==> src/rtl/irq_flag_pkg.sv <==
package irq_flag_pkg;
  localparam int REG_W = 8;

  typedef enum logic [1:0] {
    SEL_STATUS = 2'd0,
    SEL_MASK   = 2'd1,
    SEL_CTRL   = 2'd2,
    SEL_NONE   = 2'd3
  } reg_sel_e;

  // Flags after a software write: a 0 data bit clears, a 1 keeps; hardware sets win.
  function automatic logic [REG_W-1:0] flags_next(
    input logic [REG_W-1:0] cur,
    input logic             clr_en,
    input logic [REG_W-1:0] wdata,
    input logic [REG_W-1:0] set_vec
  );
    logic [REG_W-1:0] kept;
    kept = clr_en ? (cur & wdata) : cur;
    return kept | set_vec;
  endfunction

  function automatic logic [REG_W-1:0] status_view(
    input logic [REG_W-1:0] flags,
    input logic [REG_W-1:0] mask
  );
    return flags & mask;
  endfunction

  function automatic logic request_of(
    input logic             enable,
    input logic [REG_W-1:0] flags,
    input logic [REG_W-1:0] mask
  );
    return enable & (|(flags & mask));
  endfunction
endpackage

==> src/rtl/irq_pin_sync.sv <==
module irq_pin_sync #(
  parameter int STAGES = 2
) (
  input  logic clk,
  input  logic rst_n,
  input  logic pin_n,
  output logic fall
);
  localparam int LAST = STAGES;

  // chain[0..STAGES-1] synchronise; chain[STAGES] holds the previous synced value
  logic [LAST:0] chain;

  generate
    for (genvar i = 0; i <= LAST; i++) begin : g_stage
      if (i == 0) begin : g_first
        always_ff @(posedge clk) begin
          if (!rst_n) chain[i] <= 1'b1;
          else        chain[i] <= pin_n;
        end
      end else begin : g_next
        always_ff @(posedge clk) begin
          if (!rst_n) chain[i] <= 1'b1;
          else        chain[i] <= chain[i-1];
        end
      end
    end
  endgenerate

  assign fall = chain[LAST] & ~chain[LAST-1];
endmodule

==> src/rtl/irq_flag_bank.sv <==
module irq_flag_bank
  import irq_flag_pkg::*;
#(
  parameter int EXT_BIT = 3,
  parameter int TMR_BIT = 0
) (
  input  logic             clk,
  input  logic             rst_n,
  input  logic             ext_set,
  input  logic             tmr_set,
  input  logic             clr_en,
  input  logic [REG_W-1:0] clr_data,
  output logic [REG_W-1:0] flags
);
  localparam logic [REG_W-1:0] EXT_ONE = REG_W'(1) << EXT_BIT;
  localparam logic [REG_W-1:0] TMR_ONE = REG_W'(1) << TMR_BIT;

  logic [REG_W-1:0] set_vec;

  always_comb begin
    set_vec = '0;
    if (ext_set) set_vec = set_vec | EXT_ONE;
    if (tmr_set) set_vec = set_vec | TMR_ONE;
  end

  always_ff @(posedge clk) begin
    if (!rst_n) flags <= '0;
    else        flags <= flags_next(flags, clr_en, clr_data, set_vec);
  end
endmodule

==> src/rtl/irq_enable_ctrl.sv <==
module irq_enable_ctrl
  import irq_flag_pkg::*;
#(
  parameter int GIE_BIT = 6
) (
  input  logic             clk,
  input  logic             rst_n,
  input  logic             ack,
  input  logic             disi,
  input  logic             eni,
  input  logic             reti,
  input  logic             wr_en,
  input  logic [REG_W-1:0] wdata,
  output logic             gie
);
  logic kill, arm;

  assign kill = ack | disi;
  assign arm  = eni | reti;

  always_ff @(posedge clk) begin
    if (!rst_n)     gie <= 1'b0;
    else if (kill)  gie <= 1'b0;
    else if (arm)   gie <= 1'b1;
    else if (wr_en) gie <= wdata[GIE_BIT];
  end
endmodule

==> src/rtl/irq_flag_ctrl.sv <==
module irq_flag_ctrl
  import irq_flag_pkg::*;
#(
  parameter int EXT_BIT     = 3,
  parameter int TMR_BIT     = 0,
  parameter int GIE_BIT     = 6,
  parameter int SYNC_STAGES = 2
) (
  input  logic             clk,
  input  logic             rst_n,
  input  logic             ext_irq_n,
  input  logic             tmr_ovf,
  input  logic [1:0]       reg_sel,
  input  logic             reg_wr,
  input  logic [REG_W-1:0] reg_wdata,
  output logic [REG_W-1:0] reg_rdata,
  input  logic             irq_ack,
  input  logic             ins_eni,
  input  logic             ins_disi,
  input  logic             ins_reti,
  output logic             irq_req
);
  localparam logic [REG_W-1:0] GIE_ONE = REG_W'(1) << GIE_BIT;

  // Named internal events for the checker
  logic             ext_fall;
  logic [REG_W-1:0] flag_q;
  logic [REG_W-1:0] mask_q;
  logic             gie_q;
  logic             wr_status, wr_mask, wr_ctrl;

  assign wr_status = reg_wr && (reg_sel == SEL_STATUS);
  assign wr_mask   = reg_wr && (reg_sel == SEL_MASK);
  assign wr_ctrl   = reg_wr && (reg_sel == SEL_CTRL);

  irq_pin_sync #(.STAGES(SYNC_STAGES)) u_sync (
    .clk   (clk),
    .rst_n (rst_n),
    .pin_n (ext_irq_n),
    .fall  (ext_fall)
  );

  irq_flag_bank #(.EXT_BIT(EXT_BIT), .TMR_BIT(TMR_BIT)) u_flags (
    .clk      (clk),
    .rst_n    (rst_n),
    .ext_set  (ext_fall),
    .tmr_set  (tmr_ovf),
    .clr_en   (wr_status),
    .clr_data (reg_wdata),
    .flags    (flag_q)
  );

  irq_enable_ctrl #(.GIE_BIT(GIE_BIT)) u_gie (
    .clk   (clk),
    .rst_n (rst_n),
    .ack   (irq_ack),
    .disi  (ins_disi),
    .eni   (ins_eni),
    .reti  (ins_reti),
    .wr_en (wr_ctrl),
    .wdata (reg_wdata),
    .gie   (gie_q)
  );

  always_ff @(posedge clk) begin
    if (!rst_n)       mask_q <= '0;
    else if (wr_mask) mask_q <= reg_wdata;
  end

  always_comb begin
    unique case (reg_sel)
      SEL_STATUS: reg_rdata = status_view(flag_q, mask_q);
      SEL_MASK:   reg_rdata = mask_q;
      SEL_CTRL:   reg_rdata = gie_q ? GIE_ONE : '0;
      default:    reg_rdata = '0;
    endcase
  end

  assign irq_req = request_of(gie_q, flag_q, mask_q);
endmodule

==> config.mk <==
export PLATFORM = sky130hd
export DESIGN_NAME = irq_flag_ctrl
export DESIGN_NICKNAME = d
export VERILOG_FILES = /design/src/rtl/irq_flag_pkg.sv /design/src/rtl/irq_pin_sync.sv /design/src/rtl/irq_flag_bank.sv /design/src/rtl/irq_enable_ctrl.sv /design/src/rtl/irq_flag_ctrl.sv
export SDC_FILE = /design/constraint.sdc
export NUM_CORES = 1
export LEC_CHECK = 0
export ABC_AREA = 1
export BUFFER_PORTS_ARGS = -buffer_cell sky130_fd_sc_hd__buf_2
export CAP_MARGIN = 10
export CORE_MARGIN = 5
export CORE_UTILIZATION = 52
export CTS_CLUSTER_SIZE = 28
export DETAILED_ROUTE_END_ITERATION = 8
export PLACE_DENSITY = 0.93
export SETUP_SLACK_MARGIN = 0.2
export SYNTH_ARGS = -nofsm -noshare
export SYNTH_HDL_FRONTEND = slang
export SYNTH_SLANG_ARGS = --single-unit
==> constraint.sdc <==
create_clock -name clk -period 1.4 [get_ports clk]
set_input_delay 0.14 -clock clk [delete_from_list [all_inputs] [get_ports clk]]
set_output_delay 0.14 -clock clk [all_outputs]
set_load 0.02 [all_outputs]
## Yosys cells after proc, flatten, opt, wreduce, memory -nomap -nowiden

Cells that the tools add are included.

- Register bits: 20
- Latch bits: 0
- Memories: 0
- RAM bits: 0
- Memory bits (read-only): 0
- Bits of input ports: 19

- Divide/modulo/power cells: 0
- Bitwise logic cells: 9
- Equal/unequal tests: 2
- Reduce and logical (&&, ||, !) cells: 7
- $add $sub $neg: 0
- Shift-type cells: 0
- $mul: 0
- Magnitude comparators: 0
- Multiplexer cells: 7

Operators by type and width:

| operator | count |
|---|---|
| $pmux 8 s3 | 1 |
| $and 8x8->8 | 2 |
| $mux 8 | 1 |
| $or 8x4->8 | 1 |
| $reduce_or 8->1 | 1 |
| $mux 7 | 1 |
| $mux 4 | 1 |
| $logic_and 1x1->1 | 3 |
| $mux 1 | 3 |
| $and 1x1->1 | 2 |
| $eq 2x1->1 const B | 1 |
| $eq 2x2->1 const B | 1 |
| $logic_not 2->1 | 1 |
| $not 1->1 | 2 |
| $or 1x1->1 | 2 |
| $reduce_bool 2->1 | 1 |
| $reduce_or 2->1 | 1 |

## Logic depth before layout (Yosys ltp)

Gate-level depths: netlist of run 1.

- Depth after elaboration: 5
- Depth in mapped cells: 7
- Gate-level depth less buffers: 6

## Cells and area by module

Synthesis of run 1 repeated with hierarchy kept, for this count alone.

- Cells, all modules: 138
- Area, all modules: 959.7 um^2

By module, submodules not included:

| module | area each (um^2) | cells an instance | times used |
|---|---|---|---|
| irq_flag_ctrl | 526.8 | 86 | 1 |
| irq_flag_bank | 282.8 | 32 | 1 |
| irq_pin_sync | 90.1 | 11 | 1 |
| irq_enable_ctrl | 60.1 | 9 | 1 |

## Worst setup path after synthesis of run 1

Ideal clock, no wire load.

- Path type: register to output
- Start point: register u_gie.gie
- End point: output port reg_rdata[6]
- Setup slack: 0.327 ns
- Cell stages (with the launch flop): 3
- Arrival: 0.933 ns
- Cell sequence: dfxtp_1 > inv_1 > o31ai_1

- Cells in the longest elaborated chain, start to end: 2

RTL lines:

| item | line | source |
|---|---|---|
| start, declared | irq_enable_ctrl.sv:14 | `output logic gie` |
| start signal, assigned | irq_enable_ctrl.sv:25 | `else if (wr_en) gie <= wdata[GIE_BIT];` |
| $mux 7 | irq_flag_ctrl.sv:74 | `SEL_CTRL: reg_rdata = gie_q ? GIE_ONE : '0;` |
| $pmux 8 s3 | irq_flag_ctrl.sv:71 | `unique case (reg_sel)` |
| end, declared | irq_flag_ctrl.sv:16 | `output logic [REG_W-1:0] reg_rdata,` |

No other way between the ends.

## Worst setup path after layout of run 1

- Start point: register mask_q[2]
- End point: output port irq_req

- Cells in the longest elaborated chain, start to end: 3

RTL lines:

| item | line | source |
|---|---|---|
| start, declared | irq_flag_ctrl.sv:28 | `logic [REG_W-1:0] mask_q;` |
| start signal, assigned | irq_flag_ctrl.sv:67 | `else if (wr_mask) mask_q <= reg_wdata;` |
| $and 8x8->8 | irq_flag_pkg.sv:35 | `return enable & (\|(flags & mask));` |
| $reduce_or 8->1 | irq_flag_pkg.sv:35 |  |
| $and 1x1->1 | irq_flag_pkg.sv:35 |  |
| end, declared | irq_flag_ctrl.sv:21 | `output logic irq_req` |

No other way between the ends.

==> results.py, run 1 <==
metrics = {
    "synthesis": {
        "ys_warn_count": 0,
        "syn_avg_cell_area_um2": 7.22,
        "synth_seq_cells": 20,
        "synth_area_leaders": "dfxtp_1, nand2_1, inv_1",
        "syn-cell-area_um2": 910,
        "synth_top_cell_by_area": "dfxtp_1",
        "synth.distinct_cells": 22,
        "syn_inst": 126,
        "synth.yosys.seq_area_share_pct": 44.0,
        "yosysTopAreaCellShare_pct": 44.0,
        "synthesis.nets": 145,
    },
    "timing": {
        "fin_tns_setup_ns": 0,
        "finalCritPeriodShare_pct": 92.9,
        "max_freq_ghz": 0.769,
        "rsz0062_at_grt": "true",
        "worst_slew_pin_slew_ns": 0.396,
        "period_needed_ns": 1.30,
        "fin_skew_ns": 0.00808,
        "drv_slew": 0,
        "slew-limit-headroom_pct": 73.6,
        "final-hold-violation-count": 0,
        "setup_violations": 0,
    },
    "status": {
        "status": "completed",
    },
    "final_layout": {
        "num_antenna_cells": 0,
        "drive_above_1_share_pct": 41.1,
        "final_common_cell": "nand2_1",
        "fillCellCount": 136,
        "final_nets": 178,
        "synthToLayoutAreaGrowth_pct": 28.1,
        "final_cell_mix": "nand2_1, buf_2, dfxtp_2, inv_1, nor2_1",
    },
    "routing": {
        "first_pass_iters": 5,
        "first_iter_violations": 46,
        "vias": 931,
        "wirelength_mm": 2.29,
        "vias_per_cell": 5.32,
        "ant_nets": 0,
        "wl_per_cell_um": 13.1,
        "drt_drc_violations_left": 0,
    },
    "global_route": {
        "antenna_found_initial": 0,
        "grt_overflow": 0,
        "grt_pass1_vias": 843,
        "grt_first_pass_wirelength_mm": 3.46,
        "grt.total_usage_pct": 17.4,
        "grt_start_max_net_pins": 13,
    },
    "power": {
        "switching_share_pct": 24.2,
        "combPwrFrac_pct": 10.5,
        "powerDensity_mw_per_mm2": 893,
        "finalPower_w": 0.00104,
        "seqPwrFrac_pct": 57.5,
        "p_switching_w": 0.000252,
        "leakagePower_nw": 0.572,
        "intPower_w": 0.000789,
        "power.share.clock_pct": 32.0,
        "peakVddDrop_mv": 0.648,
    },
    "floorplanning": {
        "pin_count": 28,
        "placementRows": 15,
        "die_x_um": 51.8,
        "initial_utilization_pct": 53.9,
        "die_y_um": 51.8,
        "core_area_mm2": 0.00169,
        "die-area_mm2": 0.00269,
    },
    "setup_path": {
        "critPathMaxFanout": 3,
        "path_cells": "nand2_1, nand2_1, nor2_1, a21oi_1, buf_4",
        "slowest_delay_ns": 0.34,
        "crit_type": "flip-flop to output port",
        "slowest_stage": "dfxtp_2",
        "reg2reg_slack_ns": 0.65,
        "critical_path_arrival_ns": 1.16,
        "required_ns": 1.26,
        "cpMostUsedCell": "nand2_1",
        "cp-end-kind": "output port",
        "start_kind": "flip-flop",
    },
    "clock_network": {
        "ctsLongestPathBuffers": 2,
        "cts_sinks": 20,
        "cts.reportedPaths.clkPinSlew_ns": 0.11,
        "clk_latency_ns": 0.30,
        "cts_root_buf": "clkbuf_4",
        "numCtsBuffers": 3,
        "h-tree-depth": 1,
        "cts_tree": "built",
    },
    "min_path": {
        "hold_class": "input port to flip-flop",
    },
    "placement": {
        "port-buffer-count": 27,
        "gp_congestion": 0.787,
        "dp_hpwl_mm": 1.61,
    },
    "run": {
        "max_cap_violations": 0,
    },
}
-- cell type report --
class / count / area, um2 / area share [%]
inverters: 15 / 61.3 / 5.26
clock buffers: 4 / 36.3 / 3.11
repair buffers: 32 / 191 / 16.4
multi-input cells: 87 / 433 / 37.2
flip-flops and latches: 20 / 422 / 36.2
well taps: 17 / 21.3 / 1.83
-- registers in the layout (all words and copies together) (netlist names) --
signal,flops
u_flags.flags,8
u_sync.chain,3
mask_q,8
u_gie.gie,1
-- routing by layer --
metal  part of all wire [%]  track usage (%)  vias up
met5                      0                0        -
met4                    1.1             9.17        0
met3                    5.6             3.15        2
met2                     51             29.3       33
met1                     43             20.8      435
li1                       -                -      461
-- what timing repair did --
action | 4_1_cts | 5_1_grt
gates resized for setup | 15 | 18
hold buffers | 1 | 0
endpoints found under the hold margin | 1 | 0
pin swaps | 5 | 11
setup buffers | 1 | 3
setup endpoints to repair | 4 | 9
-- path summary, 6_finish.rpt --
check	start	to	cells after the start
worst max-delay path	mask_q[2]	irq_req	5
worst min-delay path	tmr_ovf	u_flags.flags[0]	3
worst max register to register	u_flags.flags[2]	u_flags.flags[2]	4
worst min register to register	u_sync.chain[0]	u_sync.chain[1]	1
-- per-stage QoR --
step                      worst slack, ns  util (%)  area [um2]  hold slack [ns]  instances
after floorplan                     0.327         -         910            0.240        126
after global placement              0.402      61.3        1030            0.323        166
after detailed placement            0.375      61.3        1030            0.324        166
after CTS                           0.150      65.6        1110           0.0471        172
after global routing               0.0446      69.0        1160           0.0493        175
final                              0.0989      69.0        1160           0.0476        175
-- cell usage after synthesis (all sizes together) --
| cell type | instances |
|---|---|
| nand2 | 41 |
| dfxtp | 20 |
| inv | 14 |
| a21oi | 11 |
| nor2 | 11 |
| o21ai | 7 |
| o21bai | 6 |
| nand3 | 5 |
| buf | 4 |
| or2 | 2 |
| clkinv | 1 |
| nand4 | 1 |
| nor3 | 1 |
| o211ai | 1 |
| o31ai | 1 |
-- power by group through the flow --
stage                     logic (W)  registers, W  clock network [W]
after floorplan           0.0000617      0.000604                  0
after global placement    0.0000969      0.000606                  0
after detailed placement   0.000101      0.000607                  0
after CTS                  0.000104      0.000596           0.000339
after global routing       0.000122      0.000600           0.000369
final                      0.000109      0.000598           0.000333
-- critical path, delay by kind of cell, from the launching register on --
family	cells	cell delay, ns
flops	1	0.34
simple gates	3	0.28
buf+inv	1	0.16
compound gates	1	0.08
-- kinds of logic (layout without fill, tap and decap cells) --
kind of cell	after synthesis	in the layout	share of synthesized area, %
simple gates	61	61	28.5
flops	20	20	44.0
buf+inv	19	51	10.2
compound gates	26	26	17.3
(Power assumes the default switching activity.)
==> inputs of run 2 (changes only) <==
--- a/config.mk
+++ b/config.mk
@@ -8,11 +8,14 @@
 export ABC_AREA = 1
 export BUFFER_PORTS_ARGS = -buffer_cell sky130_fd_sc_hd__buf_2
 export CAP_MARGIN = 10
+export CELL_PAD_IN_SITES_DETAIL_PLACEMENT = 0
+export CELL_PAD_IN_SITES_GLOBAL_PLACEMENT = 1
+export CORE_ASPECT_RATIO = 1.75
 export CORE_MARGIN = 5
-export CORE_UTILIZATION = 52
+export CORE_UTILIZATION = 37
 export CTS_CLUSTER_SIZE = 28
 export DETAILED_ROUTE_END_ITERATION = 8
-export PLACE_DENSITY = 0.93
+export PLACE_DENSITY = 0.94
 export SETUP_SLACK_MARGIN = 0.2
 export SYNTH_ARGS = -nofsm -noshare
 export SYNTH_HDL_FRONTEND = slang
==> run 2 against run 1 <==
Compared with the run above: die area grew 34%; register-to-register slack gained 0.07 ns; final area shrank 1.4%; non-clock buffer count shrank 3; clock power grew 28%; sequential share of layout area grew 0.51 points; flip-flop and latch count is the same; setup slack gained 0.11 ns; sequential power is essentially flat; via count shrank 6.0%; highest routed layer unchanged.
==> results.py, run 2 (synthesized netlist as in run 1, its figures left out) <==
metrics = {
    "run": {
        "max_cap_violations": 0,
    },
    "power": {
        "powerDensity_mw_per_mm2": 983,
        "peakVddDrop_mv": 0.499,
        "p_switching_w": 0.000252,
        "leakagePower_nw": 0.562,
        "intPower_w": 0.000878,
        "switching_share_pct": 22.3,
        "combPwrFrac_pct": 9.4,
        "finalPower_w": 0.00113,
        "power.share.clock_pct": 37.8,
        "seqPwrFrac_pct": 52.8,
    },
    "global_route": {
        "grt_start_max_net_pins": 13,
        "grt_overflow": 0,
        "antenna_found_initial": 0,
        "grt_first_pass_wirelength_mm": 3.66,
        "grt_pass1_vias": 890,
        "grt.total_usage_pct": 14.3,
    },
    "floorplanning": {
        "pin_count": 28,
        "die-area_mm2": 0.00359,
        "die_y_um": 75.6,
        "placementRows": 23,
        "die_x_um": 47.5,
        "core_area_mm2": 0.00233,
        "initial_utilization_pct": 39.0,
    },
    "routing": {
        "ant_nets": 0,
        "vias": 875,
        "vias_per_cell": 4.86,
        "drt_drc_violations_left": 0,
        "first_iter_violations": 42,
        "wirelength_mm": 2.21,
        "first_pass_iters": 4,
        "wl_per_cell_um": 12.3,
    },
    "placement": {
        "placed_cell_area_mm2": 0.00105,
        "port-buffer-count": 27,
        "gp_congestion": 0.751,
        "dp_hpwl_mm": 1.72,
    },
    "final_layout": {
        "num_antenna_cells": 0,
        "drive_above_1_share_pct": 39.4,
        "final_common_cell": "nand2_1",
        "register_area_um2": 422,
        "fillCellCount": 235,
        "stdcell_area_mm2": 0.00115,
        "multiInputGateArea_um2": 427,
        "reg.largest.list": "mask_q (8), u_flags.flags (8), u_sync.chain (3)",
        "synthToLayoutAreaGrowth_pct": 26.3,
        "final_cell_mix": "nand2_1, buf_2, dfxtp_2, inv_1, nor2_1",
        "final_nets": 175,
    },
    "setup_path": {
        "crit_type": "flip-flop to output port",
        "worstSetupStartpoint": "u_flags.flags[0]",
        "slowest_delay_ns": 0.35,
        "r2r_end": "u_sync.chain[1]",
        "critical_path_arrival_ns": 1.05,
        "critPathMaxFanout": 3,
        "required_ns": 1.26,
        "path_buf_inv": 1,
        "path_cells": "nand2_1, nand2_1, nor2_1, a21oi_1, buf_4",
        "start_kind": "flip-flop",
        "slowest_stage": "dfxtp_2",
        "critical_path.top_delay_family": "flip-flops",
        "cp-end-kind": "output port",
        "cp.depth": 5,
        "crit_path_end": "irq_req",
        "r2r_start": "u_sync.chain[0]",
        "r2r_cells": 1,
        "reg2reg_slack_ns": 0.72,
        "cpMostUsedCell": "nand2_1",
    },
    "clock_network": {
        "cts_sinks": 20,
        "ctsLongestPathBuffers": 2,
        "numCtsBuffers": 3,
        "clk_latency_ns": 0.25,
        "cts.reportedPaths.clkPinSlew_ns": 0.07,
        "cts_root_buf": "clkbuf_8",
        "cts_tree": "built",
        "h-tree-depth": 1,
    },
    "timing": {
        "holdWs_ns": 0.0614,
        "fin_tns_setup_ns": 0,
        "slew-limit-headroom_pct": 82.7,
        "fin_skew_ns": 0.00319,
        "finalCritPeriodShare_pct": 85.1,
        "drv_slew": 0,
        "rsz0062_at_grt": "true",
        "max_freq_ghz": 0.840,
        "final-hold-violation-count": 0,
        "period_needed_ns": 1.19,
        "setup_violations": 0,
        "worst_slew_pin_slew_ns": 0.259,
    },
    "min_path": {
        "hold_class": "input port to flip-flop",
        "holdPathStages": 2,
    },
    "status": {
        "status": "completed",
    },
}
==> run 2: power by group through the flow <==
| stage | Combinational (W) | Sequential [W] | Clock [W] |
|---|---|---|---|
| 6_report | 0.000106 | 0.000597 | 0.000427 |
| 5_1_grt | 0.000118 | 0.000599 | 0.000468 |
| 4_1_cts | 0.000104 | 0.000595 | 0.000443 |
| 3_5_place_dp | 0.000104 | 0.000607 | 0 |
| 3_3_place_gp | 0.000102 | 0.000606 | 0 |
| 2_1_floorplan | 0.0000617 | 0.000604 | 0 |
==> run 2: per-layer routing <==
layer,vias up,wire length [um],GRT usage [%]
met5,-,0,0
met4,0,13,8.62
met3,2,111,3.55
met2,21,1220,23.0
met1,398,858,16.3
li1,454,-,-
==> run 2: cell type report <==
class | count | area share [%]
sequential | 20 | 36.7
clock buffer | 4 | 4.79
multi-input combinational | 87 | 37.1
timing repair buffer | 29 | 13.3
inverter | 15 | 5.34
tap | 25 | 2.72
==> run 2: repair_timing <==
action | in CTS | in global routing
hold endpoints to repair | 0 | 0
gates cloned | 0 | 0
buffers inserted | 0 | 1
pin swaps | 1 | 5
resized for setup | 10 | 13
endpoints found under the setup margin | 2 | 4
hold buffers | 0 | 0
==> run 2: how the worst min path moves through the flow <==
stage,from,end,slack [ns]
global placement,ext_irq_n,u_sync.chain[0],0.32
finish,ext_irq_n,u_sync.chain[0],0.06
CTS,ext_irq_n,u_sync.chain[0],0.06
floorplan,ext_irq_n,u_sync.chain[0],0.24
global route,ext_irq_n,u_sync.chain[0],0.06
detailed placement,ext_irq_n,u_sync.chain[0],0.32
==> run 2: stage by stage <==
step | cells | worst slack (ns) | utilization [%]
final | 180 | 0.209 | 49.3
after global routing | 180 | 0.154 | 49.3
after CTS | 179 | 0.196 | 48.1
after detailed placement | 175 | 0.362 | 45.1
after global placement | 175 | 0.362 | 45.1
after floorplan | 126 | 0.327 | -
==> inputs of run 3 (changes only) <==
--- a/config.mk
+++ b/config.mk
@@ -12,10 +12,10 @@
 export CELL_PAD_IN_SITES_GLOBAL_PLACEMENT = 1
 export CORE_ASPECT_RATIO = 1.75
 export CORE_MARGIN = 5
-export CORE_UTILIZATION = 37
+export CORE_UTILIZATION = 35
 export CTS_CLUSTER_SIZE = 28
 export DETAILED_ROUTE_END_ITERATION = 8
-export PLACE_DENSITY = 0.94
+export PLACE_DENSITY = 0.9
 export SETUP_SLACK_MARGIN = 0.2
 export SYNTH_ARGS = -nofsm -noshare
 export SYNTH_HDL_FRONTEND = slang
==> run 3 against run 2 <==
Compared with the run above: combinational power hardly changed; non-clock buffer count is 1 higher; setup slack better by 0.016 ns; flip-flop and latch count stayed put; clock power hardly changed; final area is 0.55% higher; highest routed layer unchanged; final cell count is 1.1% higher; total power is 0.16% higher.
==> results.py, run 3 (synthesized netlist as in run 1, its figures left out) <==
metrics = {
    "status": {
        "status": "completed",
    },
    "floorplanning": {
        "placementRows": 24,
        "die_y_um": 77.4,
        "die_x_um": 48.5,
        "pin_count": 28,
        "die-area_mm2": 0.00376,
        "core_area_mm2": 0.00249,
        "initial_utilization_pct": 36.5,
    },
    "clock_network": {
        "cts.reportedPaths.clkPinSlew_ns": 0.07,
        "numCtsBuffers": 3,
        "cts_sinks": 20,
        "hold_buffers": 0,
        "clk_latency_ns": 0.25,
        "h-tree-depth": 1,
        "cts_root_buf": "clkbuf_8",
        "ctsLongestPathBuffers": 2,
        "cts_tree": "built",
    },
    "timing": {
        "drv_slew": 0,
        "rsz0062_at_grt": "true",
        "final-hold-violation-count": 0,
        "finalCritPeriodShare_pct": 83.9,
        "max_freq_ghz": 0.851,
        "setup_violations": 0,
        "fin_tns_setup_ns": 0,
        "worst_slew_pin_slew_ns": 0.242,
        "period_needed_ns": 1.18,
        "fin_skew_ns": 0.00578,
        "slew-limit-headroom_pct": 83.9,
    },
    "run": {
        "max_cap_violations": 0,
    },
    "routing": {
        "wirelength_mm": 2.14,
        "first_iter_violations": 22,
        "vias_per_cell": 4.68,
        "vias": 851,
        "drt_drc_violations_left": 0,
        "first_pass_iters": 4,
        "ant_nets": 0,
        "wl_per_cell_um": 11.7,
    },
    "final_layout": {
        "finalNonFillerCells": 182,
        "register_area_um2": 422,
        "final_common_cell": "nand2_1",
        "reg.largest.list": "mask_q (8), u_flags.flags (8), u_sync.chain (3)",
        "num_antenna_cells": 0,
        "synthToLayoutAreaGrowth_pct": 27.0,
        "multiInputGateArea_um2": 422,
        "drive_above_1_share_pct": 38.5,
        "final_nets": 176,
        "fillCellCount": 269,
        "final_cell_mix": "nand2_1, buf_2, dfxtp_2, inv_1, nor2_1",
    },
    "setup_path": {
        "critical_path.top_delay_family": "flip-flops",
        "critPathMaxFanout": 3,
        "reg2reg_slack_ns": 0.70,
        "critical_path_arrival_ns": 1.04,
        "slowest_stage": "dfxtp_2",
        "crit_type": "flip-flop to output port",
        "path_buf_inv": 1,
        "required_ns": 1.26,
        "slowest_delay_ns": 0.35,
        "cp-end-kind": "output port",
        "cpMostUsedCell": "nand2_1",
        "start_kind": "flip-flop",
        "path_cells": "nand2_1, nand2_1, nor2_1, a21oi_1, buf_4",
    },
    "placement": {
        "gp_congestion": 0.786,
        "dp_hpwl_mm": 1.67,
        "port-buffer-count": 27,
        "dp.cells": 176,
    },
    "global_route": {
        "grt_overflow": 0,
        "gr-max-usage-layer": "met2",
        "use_met2_pct": 19.9,
        "grt_use_met1_pct": 13.3,
        "grt_first_pass_wirelength_mm": 3.54,
        "grt_start_max_net_pins": 13,
        "antenna_found_initial": 0,
        "grt.total_usage_pct": 11.7,
        "grt_pass1_vias": 816,
        "gr-usage-met3_pct": 2.49,
    },
    "power": {
        "combPwrFrac_pct": 9.4,
        "power.share.clock_pct": 37.9,
        "intPower_w": 0.000879,
        "seqPwrFrac_pct": 52.7,
        "powerDensity_mw_per_mm2": 980,
        "p_switching_w": 0.000252,
        "switching_share_pct": 22.3,
        "leakagePower_nw": 0.567,
        "peakVddDrop_mv": 0.559,
    },
    "min_path": {
        "hold_class": "input port to flip-flop",
    },
}
[run 3: area by class of cell]
| class | count | share of cell area (%) |
|---|---|---|
| Inverter | 15 | 5.31 |
| Timing Repair Buffer | 30 | 14.1 |
| Clock buffer | 4 | 4.77 |
| Multi-Input combinational cell | 87 | 36.5 |
| Tap cell | 26 | 2.82 |
| Sequential cell | 20 | 36.5 |
[run 3: repair_timing]
item	4_1_cts	5_1_grt
endpoints found under the setup margin	2	4
setup buffers	0	2
pin swaps	0	3
gates resized for setup	8	14
[run 3: metal layers]
metal	up-vias	part of all wire, %
met4	0	1.3
li1	457	-
met3	2	3.5
met2	12	53
met5	-	0
met1	380	42
[run 3: worst paths after layout]
path | end | start | cells past startpoint
worst max-delay path | irq_req | u_flags.flags[4] | 5
worst min-delay path | u_sync.chain[0] | ext_irq_n | 2
worst max register to register | mask_q[1] | mask_q[1] | 3
worst min register to register | u_sync.chain[1] | u_sync.chain[0] | 1
[run 3: worst reg2reg max path, delay by kind of cell, from the launching register on]
| kind | cells | cell delay, ns |
|---|---|---|
| DFF | 1 | 0.35 |
| AOI/OAI and AO/OA | 1 | 0.14 |
| buffers and inverters | 1 | 0.10 |
| and+or+nand+nor | 1 | 0.04 |
[run 3: stage by stage]
step           total power, W  instance area [um2]  utilization [%]  hold WS [ns]  setup slack [ns]
4_1_cts               0.00114                 1120             44.9        0.0627             0.195
6_report              0.00113                 1150             46.3        0.0664             0.225
2_1_floorplan        0.000666                  910                -         0.240             0.327
3_5_place_dp         0.000711                 1050             42.3         0.327             0.363
3_3_place_gp         0.000708                 1050             42.3         0.324             0.363
5_1_grt               0.00118                 1150             46.3        0.0842             0.170
[run 3: power groups by stage]
stage	clock, W	sequential, W	combinational [W]
detailed placement	0	0.000607	0.000104
global placement	0	0.000606	0.000102
CTS	0.000445	0.000594	0.000105
floorplan	0	0.000604	0.0000617
finish	0.000428	0.000597	0.000106
global route	0.000457	0.000599	0.000120
